File: src/rtl/rap_pkg.sv
package rap_pkg;
  localparam int unsigned BYTE_W = 8;
  localparam int unsigned CNT_W  = $clog2(BYTE_W);

  typedef enum logic {
    PH_CMD  = 1'b0,
    PH_DATA = 1'b1
  } phase_e;
endpackage

File: src/rtl/rap_sync.sv
module rap_sync #(
  parameter int unsigned STAGES = 2
) (
  input  logic clk_i,
  input  logic rst_ni,
  input  logic cs_i,
  input  logic sclk_i,
  input  logic mosi_i,
  output logic cs_o,
  output logic mosi_o,
  output logic cs_rise_o,
  output logic sclk_rise_o,
  output logic sclk_fall_o
);
  localparam int unsigned NSIG = 3;

  logic [NSIG-1:0] raw, synced;
  logic            cs_q, sclk_q, sclk_s;

  assign raw = {cs_i, sclk_i, mosi_i};

  for (genvar g = 0; g < NSIG; g++) begin : g_sync
    logic [STAGES-1:0] chain;
    always_ff @(posedge clk_i or negedge rst_ni) begin
      if (!rst_ni) chain <= '0;
      else         chain <= {chain[STAGES-2:0], raw[g]};
    end
    assign synced[g] = chain[STAGES-1];
  end

  assign cs_o   = synced[2];
  assign sclk_s = synced[1];
  assign mosi_o = synced[0];

  always_ff @(posedge clk_i or negedge rst_ni) begin
    if (!rst_ni) begin
      cs_q   <= 1'b0;
      sclk_q <= 1'b0;
    end else begin
      cs_q   <= cs_o;
      sclk_q <= sclk_s;
    end
  end

  // serial clock edges count only inside an active frame
  assign cs_rise_o   = cs_o & ~cs_q;
  assign sclk_rise_o = cs_o & sclk_s & ~sclk_q;
  assign sclk_fall_o = cs_o & ~sclk_s & sclk_q;
endmodule

File: src/rtl/rap_frame.sv
module rap_frame
  import rap_pkg::*;
#(
  parameter int unsigned ADDR_W = 7,
  parameter int unsigned CLK_AW = 5
) (
  input  logic              clk_i,
  input  logic              rst_ni,
  input  logic              cs_i,
  input  logic              sclk_rise_i,
  input  logic              mosi_i,
  output logic              cmd_done_o,
  output logic              data_done_o,
  output logic [BYTE_W-1:0] rx_byte_o,
  output logic [ADDR_W-1:0] ptr_o,
  output logic              write_o,
  output logic              clk_wrap_o,
  output logic [CNT_W-1:0]  bit_cnt_o
);
  localparam logic [ADDR_W-1:0] CLK_LAST = ADDR_W'((1 << CLK_AW) - 1);
  localparam logic [ADDR_W-1:0] RAM_BASE = ADDR_W'(1 << CLK_AW);
  localparam logic [ADDR_W-1:0] PTR_MAX  = ADDR_W'((1 << ADDR_W) - 1);

  phase_e            phase_q;
  logic [CNT_W-1:0]  bit_cnt_q;
  logic [BYTE_W-2:0] sr_q;
  logic [ADDR_W-1:0] ptr_q, ptr_nxt;
  logic              write_q, byte_end;

  assign byte_end    = sclk_rise_i && (bit_cnt_q == CNT_W'(BYTE_W - 1));
  assign rx_byte_o   = {sr_q, mosi_i};
  assign cmd_done_o  = byte_end && (phase_q == PH_CMD);
  assign data_done_o = byte_end && (phase_q == PH_DATA);
  assign clk_wrap_o  = data_done_o && (ptr_q == CLK_LAST);

  always_comb begin
    if (ptr_q == CLK_LAST)     ptr_nxt = '0;
    else if (ptr_q == PTR_MAX) ptr_nxt = RAM_BASE;
    else                       ptr_nxt = ptr_q + 1'b1;
  end

  always_ff @(posedge clk_i or negedge rst_ni) begin
    if (!rst_ni) begin
      phase_q   <= PH_CMD;
      bit_cnt_q <= '0;
      sr_q      <= '0;
      ptr_q     <= '0;
      write_q   <= 1'b0;
    end else if (!cs_i) begin
      phase_q   <= PH_CMD;
      bit_cnt_q <= '0;
    end else if (sclk_rise_i) begin
      bit_cnt_q <= bit_cnt_q + 1'b1;
      sr_q      <= {sr_q[BYTE_W-3:0], mosi_i};
      if (cmd_done_o) begin
        ptr_q   <= rx_byte_o[ADDR_W-1:0];
        write_q <= rx_byte_o[BYTE_W-1];
        phase_q <= PH_DATA;
      end else if (data_done_o) begin
        ptr_q   <= ptr_nxt;
      end
    end
  end

  assign ptr_o     = ptr_q;
  assign write_o   = write_q;
  assign bit_cnt_o = bit_cnt_q;
endmodule

File: src/rtl/rap_snap.sv
module rap_snap
  import rap_pkg::*;
#(
  parameter int unsigned TIME_BYTES = 7,
  localparam int unsigned TIME_W    = TIME_BYTES * BYTE_W,
  localparam int unsigned SEL_W     = $clog2(TIME_BYTES)
) (
  input  logic              clk_i,
  input  logic              rst_ni,
  input  logic              capture_i,
  input  logic [TIME_W-1:0] time_i,
  input  logic [SEL_W-1:0]  sel_i,
  output logic [TIME_W-1:0] snap_o,
  output logic [BYTE_W-1:0] byte_o
);
  logic [TIME_W-1:0] snap_q;

  always_ff @(posedge clk_i or negedge rst_ni) begin
    if (!rst_ni)        snap_q <= '0;
    else if (capture_i) snap_q <= time_i;
  end

  always_comb begin
    byte_o = '0;
    for (int k = 0; k < TIME_BYTES; k++) begin
      if (sel_i == SEL_W'(k)) byte_o = snap_q[k*BYTE_W +: BYTE_W];
    end
  end

  assign snap_o = snap_q;
endmodule

File: src/rtl/rap_ram.sv
module rap_ram
  import rap_pkg::*;
#(
  parameter int unsigned DEPTH = 96,
  localparam int unsigned AW   = $clog2(DEPTH)
) (
  input  logic              clk_i,
  input  logic              we_i,
  input  logic [AW-1:0]     addr_i,
  input  logic [BYTE_W-1:0] wdata_i,
  output logic [BYTE_W-1:0] rdata_o
);
  logic [BYTE_W-1:0] mem [DEPTH];

  always_ff @(posedge clk_i) begin
    if (we_i) mem[addr_i] <= wdata_i;
  end

  assign rdata_o = mem[addr_i];
endmodule

File: src/rtl/rap_spi_regs.sv
module rap_spi_regs
  import rap_pkg::*;
#(
  parameter int unsigned SYNC_STAGES = 2,
  parameter int unsigned ADDR_W      = 7,
  parameter int unsigned CLK_AW      = 5,
  parameter int unsigned TIME_BYTES  = 7
) (
  input  logic                       clk_i,
  input  logic                       rst_ni,
  input  logic                       cs_i,
  input  logic                       sclk_i,
  input  logic                       mosi_i,
  output logic                       miso_o,
  input  logic [TIME_BYTES*8-1:0]    time_i,
  output logic [CLK_AW-1:0]          reg_addr_o,
  output logic [7:0]                 reg_wdata_o,
  output logic                       reg_we_o,
  input  logic [7:0]                 reg_rdata_i
);
  localparam int unsigned RAM_BASE  = 1 << CLK_AW;
  localparam int unsigned RAM_DEPTH = (1 << ADDR_W) - RAM_BASE;
  localparam int unsigned RAM_AW    = $clog2(RAM_DEPTH);
  localparam int unsigned TIME_W    = TIME_BYTES * BYTE_W;
  localparam int unsigned TSEL_W    = $clog2(TIME_BYTES);

  logic              cs_s, mosi_s, cs_rise, sclk_rise, sclk_fall;
  logic              cmd_done, data_done, wr_dir, clk_wrap;
  logic [BYTE_W-1:0] rx_byte, rd_byte, ram_rd, snap_byte;
  logic [ADDR_W-1:0] ptr;
  logic [CNT_W-1:0]  bit_cnt;
  logic [TIME_W-1:0] snap_vec;
  logic              in_ram, in_time, ram_we, load_pend_q;
  logic [BYTE_W-1:0] tx_q;
  logic [RAM_AW-1:0] ram_idx;

  rap_sync #(.STAGES(SYNC_STAGES)) u_sync (
    .clk_i       (clk_i),
    .rst_ni      (rst_ni),
    .cs_i        (cs_i),
    .sclk_i      (sclk_i),
    .mosi_i      (mosi_i),
    .cs_o        (cs_s),
    .mosi_o      (mosi_s),
    .cs_rise_o   (cs_rise),
    .sclk_rise_o (sclk_rise),
    .sclk_fall_o (sclk_fall)
  );

  rap_frame #(.ADDR_W(ADDR_W), .CLK_AW(CLK_AW)) u_frame (
    .clk_i       (clk_i),
    .rst_ni      (rst_ni),
    .cs_i        (cs_s),
    .sclk_rise_i (sclk_rise),
    .mosi_i      (mosi_s),
    .cmd_done_o  (cmd_done),
    .data_done_o (data_done),
    .rx_byte_o   (rx_byte),
    .ptr_o       (ptr),
    .write_o     (wr_dir),
    .clk_wrap_o  (clk_wrap),
    .bit_cnt_o   (bit_cnt)
  );

  rap_snap #(.TIME_BYTES(TIME_BYTES)) u_snap (
    .clk_i     (clk_i),
    .rst_ni    (rst_ni),
    .capture_i (cs_rise | clk_wrap),
    .time_i    (time_i),
    .sel_i     (ptr[TSEL_W-1:0]),
    .snap_o    (snap_vec),
    .byte_o    (snap_byte)
  );

  assign in_ram  = ptr >= ADDR_W'(RAM_BASE);
  assign in_time = ptr <  ADDR_W'(TIME_BYTES);
  assign ram_idx = RAM_AW'(ptr - ADDR_W'(RAM_BASE));
  assign ram_we  = data_done && wr_dir && in_ram;

  rap_ram #(.DEPTH(RAM_DEPTH)) u_ram (
    .clk_i   (clk_i),
    .we_i    (ram_we),
    .addr_i  (ram_idx),
    .wdata_i (rx_byte),
    .rdata_o (ram_rd)
  );

  assign reg_addr_o  = ptr[CLK_AW-1:0];
  assign reg_wdata_o = rx_byte;
  assign reg_we_o    = data_done && wr_dir && !in_ram;

  always_comb begin
    if (in_ram)       rd_byte = ram_rd;
    else if (in_time) rd_byte = snap_byte;
    else              rd_byte = reg_rdata_i;
  end

  // next byte goes out at the first falling edge after a byte boundary
  always_ff @(posedge clk_i or negedge rst_ni) begin
    if (!rst_ni) begin
      tx_q        <= '0;
      load_pend_q <= 1'b0;
    end else if (!cs_s) begin
      tx_q        <= '0;
      load_pend_q <= 1'b0;
    end else if (cmd_done || data_done) begin
      load_pend_q <= 1'b1;
    end else if (sclk_fall) begin
      load_pend_q <= 1'b0;
      tx_q        <= load_pend_q ? rd_byte : {tx_q[BYTE_W-2:0], 1'b0};
    end
  end

  assign miso_o = cs_s & tx_q[BYTE_W-1];
endmodule

File: config.mk
export PLATFORM = sky130hd
export DESIGN_NAME = rap_spi_regs
export DESIGN_NICKNAME = d
export VERILOG_FILES = /design/src/rtl/rap_pkg.sv /design/src/rtl/rap_sync.sv /design/src/rtl/rap_frame.sv /design/src/rtl/rap_snap.sv /design/src/rtl/rap_ram.sv /design/src/rtl/rap_spi_regs.sv
export SDC_FILE = /design/constraint.sdc
export NUM_CORES = 1
export LEC_CHECK = 0
export ABC_AREA = 0
export CORE_ASPECT_RATIO = 1.2
export CORE_MARGIN = 3
export CORE_UTILIZATION = 40
export CTS_CLUSTER_SIZE = 8
export DETAILED_ROUTE_END_ITERATION = 12
export GPL_ROUTABILITY_DRIVEN = 0
export GPL_TIMING_DRIVEN = 0
export PLACE_DENSITY = 0.68
export SLEW_MARGIN = 0
export SYNTH_ARGS = -nofsm -noshare
export SYNTH_HDL_FRONTEND = slang
export SYNTH_HIERARCHICAL = 1
export SYNTH_SLANG_ARGS = --single-unit
File: constraint.sdc
create_clock -name clk_i -period 4.9 [get_ports clk_i]
set_input_delay 1.47 -clock clk_i [delete_from_list [all_inputs] [get_ports clk_i]]
set_output_delay 1.47 -clock clk_i [all_outputs]
set_load 0.01 [all_outputs]
Word level (Yosys, flattened, before mapping)
Memories as Yosys holds them, arrays and structs flattened.
Cells that the tools add are included.

word-level totals
  input bits = 69
  logic and storage cells = 87
  memories = 1
  flip-flop bits (word level) = 92
  bits in writable memories = 768

cells by class
  equal/unequal tests = 14
  order comparisons = 2
  bitwise operators = 11
  add/sub/neg operators = 3
  multiplexer cells = 27
  reductions and logical operators = 16

memories
  memory     depth  width  read ports  clocked after Yosys merged registers in  write ports  RTL line       RTL
  u_ram.mem  96     8      1           0                                        1            rap_ram.sv:13  logic [BYTE_W-1:0] mem [DEPTH];

operators with widths
  kind                                                   count
  2-to-1 mux 8 bit                                       13
  2-to-1 mux 7 bit                                       4
  == test 3 bit, second input constant                   4
  2-to-1 mux 1 bit                                       8
  adder 7 x 1 -> 7 bit, second input constant            1
  == test 7 x 5 -> 1 bit, second input constant          1
  == test 7 bit, second input constant                   1
  >= comparator 7 x 6 -> 1 bit, second input constant    1
  logical AND 1 bit                                      7
  < comparator 7 x 3 -> 1 bit, second input constant     1
  subtractor 7 x 6 -> 7 bit, second input constant       1
  AND 1 bit                                              6
  == test 3 x 2 -> 1 bit, second input constant          2
  2-to-1 mux 3 bit                                       2
  inequality test 2 bit, second input constant           3
  AND reduction 2 bit                                    3
  AND reduction 3 bit                                    2
  NOT 1 bit                                              4
  adder 3 x 1 -> 3 bit, second input constant            1
  == test 3 x 1 -> 1 bit, second input constant          1
  zero test 3 bit                                        1
  inequality test 3 bit, second input constant           1
  inequality test 2 x 1 -> 1 bit, second input constant  1
  nonzero test 2 bit                                     1
  3 further kinds                                        3

Depth between registers and ports, before layout
  word-level depth = 14
  depth in mapped cells = 13
  mapped depth without buffers = 11

Modules after synthesis
Netlist, hierarchy kept.

by module, submodules not included
  module        area an instance (um2)  times used  cells each  sequential area each (um2)
  rap_ram       29985.0                 1           1498        23062.1
  rap_snap      2672.6                  1           209         1401.3
  rap_frame     1022.2                  1           93          475.5
  rap_spi_regs  718.2                   1           79          225.2
  rap_sync      224.0                   1           11          200.2

Worst setup path after synthesis
No wires, ideal clock.

  kind = reg2out
  start point = register u_frame.sr_q[5]
  end point = output reg_wdata_o[6]
  path slack = 1.965 ns
  arrival time = 1.465 ns
  cell stages (with the launch flop) = 1
  buffers on the path = 0
  cells stage by stage = dfrtp_1

RTL lines
  item                      RTL line            RTL
  start: declaration        rap_frame.sv:26     logic [BYTE_W-2:0] sr_q;
  start signal: assignment  rap_frame.sv:54     sr_q <= {sr_q[BYTE_W-3:0], mosi_i};
  end: declaration          rap_spi_regs.sv:17  output logic [7:0] reg_wdata_o,

No word-level cell between the ends.

Worst setup path in the final report
  start point = register u_frame.ptr_q[2] (netlist: u_frame/ptr_o[2])
  end point = memory u_ram.mem[62][1] (enable)

on the way
  cells in the longest elaborated chain, start to end = 4
  elaborated cells between the ends (all ways) = 5
  those cells by class = 1 x add/sub; 1 x order compare; 2 x mux; 1 x reduce/logical

RTL lines
  item                                    RTL line            RTL
  start: declaration                      rap_frame.sv:27     logic [ADDR_W-1:0] ptr_q, ptr_nxt;
  start signal: assignment                rap_frame.sv:56     ptr_q <= rx_byte_o[ADDR_W-1:0];
  start signal: assignment                rap_frame.sv:60     ptr_q <= ptr_nxt;
  >= comparator 7 x 6 -> 1 bit            rap_spi_regs.sv:75  assign in_ram = ptr >= ADDR_W'(RAM_BASE);
  logical AND 1 bit                       rap_spi_regs.sv:78  assign ram_we = data_done && wr_dir && in_ram;
  2-to-1 mux 1 bit                        rap_ram.sv:16       if (we_i) mem[addr_i] <= wdata_i;
  2-to-1 mux 1 bit (implied by the code)  rap_ram.sv:16
  end: declaration                        rap_ram.sv:13

Several ways; a longest one is shown, not always the timed one.

==> results.sh <==
export IMPL_outcome="complete, but fails checks"
export IMPL_failed_checks="capacitance limit, setup timing"
export IMPL_syn_area_per_cell_um2=18.3
export IMPL_worstSkewPairLatency_ps=680
export IMPL_nNetsFinal=2175
export IMPL_synthArstFlopShare_pct=10.7
export IMPL_dp_slack_ps=-261
export IMPL_fp_dieW_um=275
export IMPL_path_max_fanout=13
export IMPL_drtIter0Drc=2964
export IMPL_antenna_found_initial=1
export IMPL_synth_simple_area_share_pct=4.20
export IMPL_cp_arrival_ps=5260
export IMPL_track_usage_pct=22.4
export IMPL_cts_tree="yes"
export IMPL_cap_violations=1
export IMPL_total_power_w=0.0165
export IMPL_clockPowerShare_pct=43.3
export IMPL_antenna_cells=0
export IMPL_setup_worst_path_start_class="flop"
export IMPL_hold_viol=0
export IMPL_cts_buffer_depth=3
export IMPL_combPwrFrac_pct=4.1
export IMPL_placed_area_um2=37100
export IMPL_peakVddDrop_uv=286
export IMPL_min_period_ps=4960
export IMPL_rows=117
export IMPL_cts_root_buf="clkbuf_16"
export IMPL_portBuffers=83
export IMPL_power_density_nw_per_um2=410
export IMPL_cts_buffers=117
export IMPL_synth_top_family_by_area="multiplexers"
export IMPL_dieArea_um2=90100
export IMPL_grt_pass1_wl_um=144000
export IMPL_hold_class="flop to flop"
export IMPL_design_area_um2=40400
export IMPL_via_count=20200
export IMPL_hpwl_um=64700
export IMPL_r2r_slack_ps=-60
export IMPL_ys_seq_area_share_pct=73.3
export IMPL_synth_area_mux_share_pct=14.3
export IMPL_ios=84
export IMPL_synth_xor_area_share_pct=0.0506
export IMPL_leakagePower_nw=13.1
export IMPL_drtAntennaViolNets=0
export IMPL_synthesis_nets=1964
export IMPL_switching_share_pct=21.1
export IMPL_required_ps=5200
export IMPL_timing_final_crit_share_pct=101
export IMPL_final_cell_mix="edfxtp_1, mux4_2, clkbuf_16"
export IMPL_drc_errors=0
export IMPL_fmax_mhz=202
export IMPL_wire_per_inst_um=30.9
export IMPL_rsz0062_at_grt="false"
export IMPL_setup_viol=59
export IMPL_htreeDepth=3
export IMPL_die_h_um=328
export IMPL_core_area_um2=85300
export IMPL_fin_util_pct=47.3
export IMPL_mostFrequentLayoutCell="edfxtp_1"
export IMPL_grt_max_degree=98
export IMPL_p_sw_w=0.00349
export IMPL_holdBufCountCts=0
export IMPL_ys_ff_latch=860
export IMPL_ys_flop_type="edfxtp_1"
export IMPL_worstMarginPinSlew_ps=1470
export IMPL_areaGrowthSynthToFinish_pct=16.6
export IMPL_routed_wl_um=101000
export IMPL_first_global_vias=20600
export IMPL_synth_warnings=6
export IMPL_synthCells=1890
export IMPL_via_per_inst=6.20
export IMPL_syn_area_um2=34600
export IMPL_worstSetupEndpointType="flop"
export IMPL_synth_compound_area_share_pct=5.83
export IMPL_slew_headroom_pct=0.723
export IMPL_finalSetupTns_ps=-1370
export IMPL_critPathKind="flop to flop"
export IMPL_grt_overflow=0
export IMPL_drtPass1Iterations=7
export IMPL_p_seq_share_pct=52.6
export IMPL_ys_types=76
export IMPL_maxSlewViolCount=0
export IMPL_start_util_pct=40.6
export IMPL_drive_gt1_share_pct=23.8
export IMPL_fin_ws_ps=-58.5
export IMPL_internal_power_w=0.0130
export IMPL_cts_sinks=860
export IMPL_clkTransAtPathRegs_ps=60
export IMPL_synth_adder_area_share_pct=0.181
export IMPL_fin_skew_ps=30.5
export IMPL_synth_enable_flop_cells=768
-- synth_stat cells (17+ instances only) --
master	instances	share of area (%)
a22oi_1	51	1.1
a21oi_1	37	0.53
o21ai_0	30	0.43
a221oi_1	44	1.1
inv_1	20	0.22
buf_4	18	0.39
mux2i_1	63	1.8
mux4_2	148	9.6
nand3_1	17	0.25
nand2_1	74	0.80
nor2_1	135	1.5
buf_2	45	0.65
edfxtp_1	768	67
dfrtp_1	92	6.6
clkbuf_1	27	0.29
mux2_2	87	2.8
nand2b_1	22	0.40
-- metrics by stage --
stage,hold slack [ps],cells
finish,350,3263
global route,370,3263
CTS,355,3263
detailed placement,337,3112
global placement,342,3103
floorplan,331,1890
-- final cells by class --
| cell class | instances | area, µm² |
|---|---|---|
| clock buffer | 146 | 3060 |
| sequential | 860 | 25400 |
| clock inverter | 5 | 83.8 |
| inverter | 23 | 86.3 |
| fill | 6947 | 45000 |
| multi-input combinational | 895 | 8610 |
| timing repair buffer | 92 | 1040 |
| tap | 1130 | 1410 |
| buffer | 112 | 677 |
-- critical path, stage by stage (launching register included) --
cell,delay [ps]
dfrtp_1,770
buf_2,450
buf_2,530
buf_2,620
clkbuf_1,700
nand3_2,710
nor2_2,750
-- registers in the layout, indices dropped and copies added (netlist names), 3 cells and up --
signal               count
u_ram/mem              768
u_snap/snap_o           56
tx_q                     8
u_frame/ptr_o            7
u_frame/sr_q             7
u_sync/g_sync.chain      6
u_frame/bit_cnt_o        3
-- metal layers --
| layer | wire length, µm | track usage [%] |
|---|---|---|
| met5 | 19 | 0 |
| met4 | 6110 | 12.0 |
| met3 | 12600 | 6.73 |
| met2 | 47000 | 35.4 |
| met1 | 35200 | 27.7 |
-- power by group through the flow --
stage	registers [W]	clock network [W]	logic, W
global route	0.00872	0.00754	0.000734
finish	0.00870	0.00715	0.000676
floorplan	0.00889	0	0.000149
global placement	0.00915	0	0.000300
CTS	0.00871	0.00723	0.000685
detailed placement	0.00885	0	0.000684
-- kinds of logic after synthesis --
group | Yosys count
XOR/XNOR | 2
adder cells (fa/ha/maj) | 5
AND/OR/NAND/NOR | 313
multiplexers | 298
AO/OA/AOI/OAI | 277
flip-flops | 860
buffers and inverters | 135
-- final timing paths --
kind,from,end,cells past startpoint
setup / recovery,u_frame/ptr_o[2],u_ram/mem[62][1],6
hold / removal,u_sync/g_sync[0].chain[0],u_sync/g_sync[0].chain[1],0
setup reg to reg,u_frame/ptr_o[2],u_ram/mem[62][1],6
hold reg to reg,u_sync/g_sync[0].chain[0],u_sync/g_sync[0].chain[1],0
max in group asynchronous,rst_ni,u_frame/sr_q[5],2
min in group asynchronous,rst_ni,u_snap/snap_o[3],1
-- timing repair --
action,in CTS,in global routing
hold endpoints to repair,0,0
buffers inserted,0,0
gates resized for setup,4,28
endpoints found under the setup margin,232,232
Power figures use the tool's default switching activity.
